## src/rtl/pwrf_pkg.sv

```systemverilog
package pwrf_pkg;
  localparam int XLEN = 64;

  typedef enum logic [2:0] {
    SZ_BLO  = 3'd0,
    SZ_BHI  = 3'd1,
    SZ_WORD = 3'd2,
    SZ_DWRD = 3'd3,
    SZ_QUAD = 3'd4
  } sz_t;

  typedef enum logic [1:0] {
    CLS_BLO  = 2'd0,
    CLS_BHI  = 2'd1,
    CLS_NAT  = 2'd2,
    CLS_QUAD = 2'd3
  } cls_t;

  // Native operand size: prefix inverts the mode default.
  function automatic sz_t native_size(input logic mode32, input logic pfx);
    return (mode32 ^ pfx) ? SZ_DWRD : SZ_WORD;
  endfunction

  // Combine new data with old contents according to size.
  function automatic logic [XLEN-1:0] merge_value(input logic [XLEN-1:0] old,
                                                  input logic [XLEN-1:0] nv,
                                                  input sz_t sz);
    logic [XLEN-1:0] r;
    r = old;
    case (sz)
      SZ_BLO:  r[7:0]  = nv[7:0];
      SZ_BHI:  r[15:8] = nv[7:0];
      SZ_WORD: r[15:0] = nv[15:0];
      SZ_DWRD: r = {{(XLEN-32){1'b0}}, nv[31:0]};
      default: r = nv;
    endcase
    return r;
  endfunction

  function automatic logic keeps_old(input sz_t sz);
    return (sz == SZ_BLO) || (sz == SZ_BHI) || (sz == SZ_WORD);
  endfunction
endpackage

```

## src/rtl/pwrf_size_sel.sv

```systemverilog
module pwrf_size_sel
  import pwrf_pkg::*;
(
  input  logic [1:0] cls,
  input  logic       mode32,
  input  logic       pfx,
  output sz_t        sz
);
  always_comb begin
    case (cls_t'(cls))
      CLS_BLO: sz = SZ_BLO;
      CLS_BHI: sz = SZ_BHI;
      CLS_NAT: sz = native_size(mode32, pfx);
      default: sz = SZ_QUAD;
    endcase
  end
endmodule

```

## src/rtl/pwrf_merge.sv

```systemverilog
module pwrf_merge
  import pwrf_pkg::*;
(
  input  logic [XLEN-1:0] old_val,
  input  logic [XLEN-1:0] new_val,
  input  sz_t             sz,
  output logic [XLEN-1:0] merged,
  output logic            needs_old
);
  always_comb begin
    merged    = merge_value(old_val, new_val, sz);
    needs_old = keeps_old(sz);
  end
endmodule

```

## src/rtl/pwrf_regs.sv

```systemverilog
module pwrf_regs
  import pwrf_pkg::*;
#(
  parameter int NREG = 16,
  localparam int IW  = $clog2(NREG)
) (
  input  logic            clk,
  input  logic            rst_n,
  input  logic            we,
  input  logic [IW-1:0]   widx,
  input  logic [XLEN-1:0] wval,
  input  sz_t             wsz,
  input  logic [IW-1:0]   ra_idx,
  input  logic [IW-1:0]   rb_idx,
  output logic [XLEN-1:0] ra_val,
  output logic [XLEN-1:0] rb_val,
  output logic [XLEN-1:0] tgt_old
);
  logic [NREG-1:0][XLEN-1:0] regs_q;

  for (genvar g = 0; g < NREG; g++) begin : g_reg
    always_ff @(posedge clk or negedge rst_n) begin
      if (!rst_n)                            regs_q[g] <= '0;
      else if (we && widx == IW'(g))         regs_q[g] <= wval;
    end
  end

  assign ra_val  = regs_q[ra_idx];
  assign rb_val  = regs_q[rb_idx];
  assign tgt_old = regs_q[widx];

  AST_BYTE_LO_KEEP: assert property (@(posedge clk) disable iff (!rst_n)
    (we && wsz == SZ_BLO) |=> regs_q[$past(widx)][XLEN-1:8] == $past(tgt_old[XLEN-1:8]));
  AST_BYTE_HI_KEEP: assert property (@(posedge clk) disable iff (!rst_n)
    (we && wsz == SZ_BHI) |=> (regs_q[$past(widx)][XLEN-1:16] == $past(tgt_old[XLEN-1:16]))
                          && (regs_q[$past(widx)][7:0] == $past(tgt_old[7:0])));
  AST_WORD_KEEP: assert property (@(posedge clk) disable iff (!rst_n)
    (we && wsz == SZ_WORD) |=> regs_q[$past(widx)][XLEN-1:16] == $past(tgt_old[XLEN-1:16]));
  AST_DWORD_ZERO_UPPER: assert property (@(posedge clk) disable iff (!rst_n)
    (we && wsz == SZ_DWRD) |=> regs_q[$past(widx)][XLEN-1:32] == '0);
  AST_IDLE_STABLE: assert property (@(posedge clk) disable iff (!rst_n)
    !we |=> $stable(regs_q));
endmodule

```

## src/rtl/pwrf_top.sv

```systemverilog
module pwrf_top
  import pwrf_pkg::*;
#(
  parameter int NREG   = 16,
  parameter int HI_CNT = 4,
  localparam int IW    = $clog2(NREG)
) (
  input  logic            clk,
  input  logic            rst_n,
  input  logic            wr_en,
  input  logic [IW-1:0]   wr_idx,
  input  logic [1:0]      wr_cls,
  input  logic            mode32,
  input  logic            size_pfx,
  input  logic [XLEN-1:0] wr_data,
  input  logic [IW-1:0]   rd_a_idx,
  input  logic [IW-1:0]   rd_b_idx,
  output logic [XLEN-1:0] rd_a_data,
  output logic [XLEN-1:0] rd_b_data,
  output logic [2:0]      wr_size,
  output logic            merge_req,
  output logic            illegal_wr
);
  sz_t             sz;
  logic            hi_bad;
  logic            wr_fire;
  logic [XLEN-1:0] tgt_old;
  logic [XLEN-1:0] merged;
  logic            needs_old;

  pwrf_size_sel u_sel (
    .cls(wr_cls), .mode32(mode32), .pfx(size_pfx), .sz(sz)
  );

  assign hi_bad     = (sz == SZ_BHI) && (int'(wr_idx) >= HI_CNT);
  assign illegal_wr = wr_en && hi_bad;
  assign wr_fire    = wr_en && !hi_bad;

  pwrf_merge u_merge (
    .old_val(tgt_old), .new_val(wr_data), .sz(sz),
    .merged(merged), .needs_old(needs_old)
  );

  pwrf_regs #(.NREG(NREG)) u_regs (
    .clk(clk), .rst_n(rst_n), .we(wr_fire), .widx(wr_idx), .wval(merged),
    .wsz(sz), .ra_idx(rd_a_idx), .rb_idx(rd_b_idx),
    .ra_val(rd_a_data), .rb_val(rd_b_data), .tgt_old(tgt_old)
  );

  assign wr_size   = sz;
  assign merge_req = wr_fire && needs_old;

  AST_ILLEGAL_NO_CHANGE: assert property (@(posedge clk) disable iff (!rst_n)
    illegal_wr |=> $stable(u_regs.regs_q));
  AST_MERGE_NARROW_ONLY: assert property (@(posedge clk) disable iff (!rst_n)
    merge_req |-> (wr_en && wr_size <= 3'd2 && !illegal_wr));
  AST_NATIVE_SIZE: assert property (@(posedge clk) disable iff (!rst_n)
    (wr_cls == 2'd2) |-> (wr_size == ((mode32 != size_pfx) ? 3'd3 : 3'd2)));
  AST_QUAD_FULL: assert property (@(posedge clk) disable iff (!rst_n)
    (wr_en && wr_cls == 2'd3) |=> rd_a_idx != $past(wr_idx) || $past(rd_a_idx) != $past(wr_idx)
                                  || rd_a_data == $past(wr_data));
  AST_ONE_FLAG: assert property (@(posedge clk) disable iff (!rst_n)
    $countones({merge_req, illegal_wr}) <= 1);
endmodule

```

## config.mk

```make
export PLATFORM = sky130hd
export DESIGN_NAME = pwrf_top
export DESIGN_NICKNAME = d
export VERILOG_FILES = /design/src/rtl/pwrf_pkg.sv /design/src/rtl/pwrf_size_sel.sv /design/src/rtl/pwrf_merge.sv /design/src/rtl/pwrf_regs.sv /design/src/rtl/pwrf_top.sv
export SDC_FILE = /design/constraint.sdc
export NUM_CORES = 2
export LEC_CHECK = 0
export CAP_MARGIN = 20
export CORE_ASPECT_RATIO = 0.75
export CORE_MARGIN = 1
export CORE_UTILIZATION = 63
export CTS_CLUSTER_SIZE = 40
export DETAILED_ROUTE_END_ITERATION = 16
export PLACE_DENSITY = 0.92
export SYNTH_ARGS = -nofsm -noshare
export SYNTH_HDL_FRONTEND = slang
export SYNTH_SLANG_ARGS = --single-unit
```

## constraint.sdc

```tcl
create_clock -name clk -period 2.65 [get_ports clk]
set_input_delay 0.265 -clock clk [delete_from_list [all_inputs] [get_ports clk]]
set_output_delay 0.265 -clock clk [all_outputs]
set_load 0.01 [all_outputs]
```

==> results of run 1 <==
[stage by stage]
stage | cells | setup TNS, ns | hold slack, ns
floorplan | 5338 | 0 | -0.03059
global placement | 6719 | -0.3016 | 0.1362
detailed placement | 6719 | -1.312 | 0.1344
CTS | 7200 | -0.7679 | 0.1593
[repair_timing]
item | 4_1_cts
resized for setup | 519
setup buffers | 297
pin swaps | 0
hold buffers | 2
cloned | 0
hold endpoints to repair | 458
setup endpoints to repair | 128
[kinds of logic after synthesis]
logic type / after synthesis / synth area share [%]
DFF: 1024 / 40.81
buffers and inverters: 563 / 4.262
and+or+nand+nor: 1120 / 7.340
muxes: 1225 / 32.79
AOI/OAI and AO/OA: 1405 / 14.78
xor gates and xnor gates: 1 / 0.02591
[routing by layer]
layer	GRT overflow	track usage, %
met2	17	86.58
met3	8	74.01
met1	2	72.11
met4	14	71.99
met5	0	64.01
==> impl_metrics.json, run 1 <==
{
  "synth_area_leader_cell": "dfrtp_1",
  "grt_usage_pct": 76.46,
  "synth_flop_cell": "dfrtp_1",
  "postPlaceCellArea_um2": 68880,
  "dp_hpwl_mm": 144.5,
  "clk_path_buf_depth": 3,
  "synthesis.instances": 5338,
  "io_buffers": 215,
  "yosysWarnings": 0,
  "rows": 99,
  "start_util_pct": 64.09,
  "netlist_top_cells_area": "dfrtp_1, mux4_2, mux2i_1, nand2_1, o21ai_0",
  "synth_cell_types": 59,
  "synth_area_um2": 62800,
  "status": "stopped before the end",
  "ys_seq_area_share_pct": 40.81,
  "synthesis.nets": 5421,
  "cts_made_buffers": 100,
  "syn_avg_cell_area_um2": 11.76,
  "grt_max_degree": 152,
  "tool.error": "[ERROR GRT-0232] Routing congestion too high. Check the congestion heatmap in the GUI.",
  "gp_congestion": 0.9547,
  "ctsRootBufferMaster": "clkbuf_16",
  "fp.dieW_um": 366.6,
  "synthDominantCellAreaShare_pct": 40.81,
  "cts.sinks": 1024,
  "grt_remaining_overflow": 41,
  "synth_most_common_cell": "dfrtp_1",
  "ys_seq_elements": 1024,
  "stop_stage": "5_1_grt",
  "place_ws_ns": -0.06840,
  "repair-timing-grt-worst-ep": "rd_a_data[22]",
  "cts_max_level": 3,
  "io_pins": 216,
  "endpoint_type": "output port",
  "async_flop_share_pct": 100.0,
  "fp.dieH_um": 275.4,
  "synth_edf_count": 0,
  "synthTopCellsByCount": "dfrtp_1, nand2_1, mux4_2, mux2i_1, o21ai_0"
}
==> inputs of run 2 (changes only) <==
--- a/config.mk
+++ b/config.mk
@@ -6,12 +6,10 @@
 export NUM_CORES = 2
 export LEC_CHECK = 0
 export CAP_MARGIN = 20
-export CORE_ASPECT_RATIO = 0.75
 export CORE_MARGIN = 1
-export CORE_UTILIZATION = 63
-export CTS_CLUSTER_SIZE = 40
+export CORE_UTILIZATION = 40
 export DETAILED_ROUTE_END_ITERATION = 16
-export PLACE_DENSITY = 0.92
+export PLACE_DENSITY_LB_ADDON = 0.15
 export SYNTH_ARGS = -nofsm -noshare
 export SYNTH_HDL_FRONTEND = slang
 export SYNTH_SLANG_ARGS = --single-unit
==> impl_metrics.json, run 2 <==
{
  "grt_usage_pct": 29.14,
  "synthTopCellsByCount": "dfrtp_1, nand2_1, mux4_2, mux2i_1, o21ai_0",
  "final_common_cell": "dfrtp_1",
  "core-area_um2": 156000,
  "io_buffers": 215,
  "crit_path_start_kind": "flip-flop",
  "wire_per_inst_um": 29.07,
  "busiest_layer": "met2",
  "ctsRootBufferMaster": "clkbuf_16",
  "multi_input_area_um2": 34620,
  "syn_to_final_growth_pct": 21.58,
  "firstDrtPassIters": 5,
  "cts_tree": "built",
  "fill_cells": 13900,
  "fmax_mhz": 364.5,
  "vdd_drop_max_v": 0.0005794,
  "grt_remaining_overflow": 0,
  "regArea_um2": 25630,
  "regToRegStartpoint": "u_regs.regs_q[974]",
  "synthesis.nets": 5421,
  "cp.arrival_ns": 2.48,
  "met1_usage_pct": 40.14,
  "critPathKind": "reg -> out",
  "relSlewSlack_pct": 22.18,
  "antenna_found_initial": 9,
  "largest_reg_flops": 1024,
  "min_path_type": "in -> async",
  "synth_area_um2": 62800,
  "synthesis.instances": 5338,
  "synth_edf_count": 0,
  "syn_avg_cell_area_um2": 11.76,
  "drv_cap": 0,
  "slew_violations": 0,
  "cts_max_level": 3,
  "status": "finished with violations",
  "setup_viol": 35,
  "synth_most_common_cell": "dfrtp_1",
  "timing.final.crit_share_pct": 103.5,
  "async_flop_share_pct": 100.0,
  "postPlaceCellArea_um2": 70560,
  "cts.sinks": 1024,
  "ant_nets": 0,
  "clk_path_buf_depth": 3,
  "clk_pin_slew_ns": 0.06,
  "finalNonFillerCells": 7967,
  "ys_seq_elements": 1024,
  "final_area_um2": 76350,
  "grt_pass1_vias": 49780,
  "totalWireLength_mm": 231.6,
  "io_pins": 216,
  "clk-insertion-delay-late_ns": 0.77,
  "period_minus_slack_ns": 2.744,
  "r2r_cells": 5,
  "via_count": 50220,
  "synth_cell_types": 59,
  "final_cell_mix": "dfrtp_1, nand2_1, mux4_2, mux2i_1, buf_4",
  "start_util_pct": 40.25,
  "fp.dieH_um": 398.2,
  "finalHoldViolCount": 0,
  "largestRegisters": "u_regs.regs_q: 1024 flops",
  "viasPerCell": 6.303,
  "met2_usage_pct": 45.42,
  "startpoint": "u_regs.regs_q[980]",
  "worst_setup_path_end_kind": "output pin",
  "synth_flop_cell": "dfrtp_1",
  "yosysWarnings": 0,
  "grt_pass1_wl_mm": 342.1,
  "grt_use_met3_pct": 5.543,
  "rsz0062_at_grt": "yes",
  "worst_slack_ns": -0.09373,
  "layout.nets": 5887,
  "worstMarginPinSlew_ns": 1.163,
  "netlist_top_cells_area": "dfrtp_1, mux4_2, mux2i_1, nand2_1, o21ai_0",
  "path_max_fanout": 3,
  "rows": 145,
  "synthDominantCellAreaShare_pct": 40.81,
  "gp_congestion": 0.8654,
  "violations": "negative setup slack",
  "drc": 0,
  "ys_seq_area_share_pct": 40.81,
  "clock_skew_ns": 0.04513,
  "synth_area_leader_cell": "dfrtp_1",
  "regMostFlops": "u_regs.regs_q",
  "drtIter0Drc": 5083,
  "dp.cells": 7551,
  "drive_gt1_share_pct": 31.34,
  "dieArea_um2": 158600,
  "power_leakage_nw": 32.44,
  "fp.dieW_um": 398.2,
  "crit_required_ns": 2.38,
  "powerDensity_nw_per_um2": 781.5,
  "grt_max_degree": 93,
  "dp_hpwl_mm": 146.7,
  "cts_made_buffers": 119
}
## run 2: per-layer routing
metal | vias to the layer above | part of all wire, %
li1 | 21540 | -
met1 | 26000 | 42
met2 | 2172 | 46
met3 | 495 | 7.6
met4 | 14 | 4.2
met5 | - | 0.038
## run 2: logic make-up (layout without fill, tap and decap cells)
kind of cell    count (synthesis)  in the layout  synth area share (%)
other cells                     0              3                     0
buf+inv                       563           1131                 4.262
compound gates               1405           1405                 14.78
simple gates                 1120           1120                 7.340
mux                          1225           1225                 32.79
flops                        1024           1024                 40.81
xor+xnor                        1              1               0.02591
## run 2: repair_timing
item / 4_1_cts / 5_1_grt
hold buffers: 1 / 0
buffers inserted: 145 / 44
resized for setup: 600 / 22
endpoints found under the hold margin: 49 / 0
setup endpoints to repair: 129 / 103
## run 2: worst paths after layout
path	to	slack [ns]
max	rd_b_data[20]	-0.09
min	u_regs.regs_q[169]	0.14
max reg2reg	u_regs.regs_q[974]	0.80
min reg2reg	u_regs.regs_q[641]	0.52
max in group asynchronous	u_regs.regs_q[341]	1.48
min in group clk	u_regs.regs_q[475]	0.21
## run 2: worst max-delay path, cell delays in order, from the launching register on
cell	delay, ns
dfrtp_1	0.43
mux4_2	0.48
mux4_2	0.61
buf_6	0.17
## run 2: final cells by class
cell class | count | share of cell area, %
repair buffers | 898 | 11.97
flip-flops and latches | 1024 | 33.57
diodes | 3 | 0.009833
multi-input cells | 3751 | 45.35
inverters | 10 | 0.05080
clock buffers | 152 | 4.351
clock inverters | 71 | 1.336
well taps | 2058 | 3.373
## run 2: report_power, final
group	switching, W	total (W)	internal [W]
logic	0.00782	0.0178	0.00995
registers	0.00414	0.0236	0.0195
clock network	0.00738	0.0183	0.0109
## run 2: metrics by stage
stage	total power (W)	TNS, ns	worst slack [ns]	util [%]	hold slack, ns
2_1_floorplan	0.03361	0	0.3987	-	-0.03059
4_1_cts	0.05943	-3.650	-0.1565	48.64	0.1284
5_1_grt	0.06250	-4.577	-0.1548	48.93	0.1618
6_report	0.05967	-1.346	-0.09373	48.93	0.1446
3_3_place_gp	0.03983	-4.596	-0.1145	45.22	0.3313
3_5_place_dp	0.04030	-4.875	-0.1197	45.22	0.3280
No activity file was read; power rests on OpenSTA's default activity.
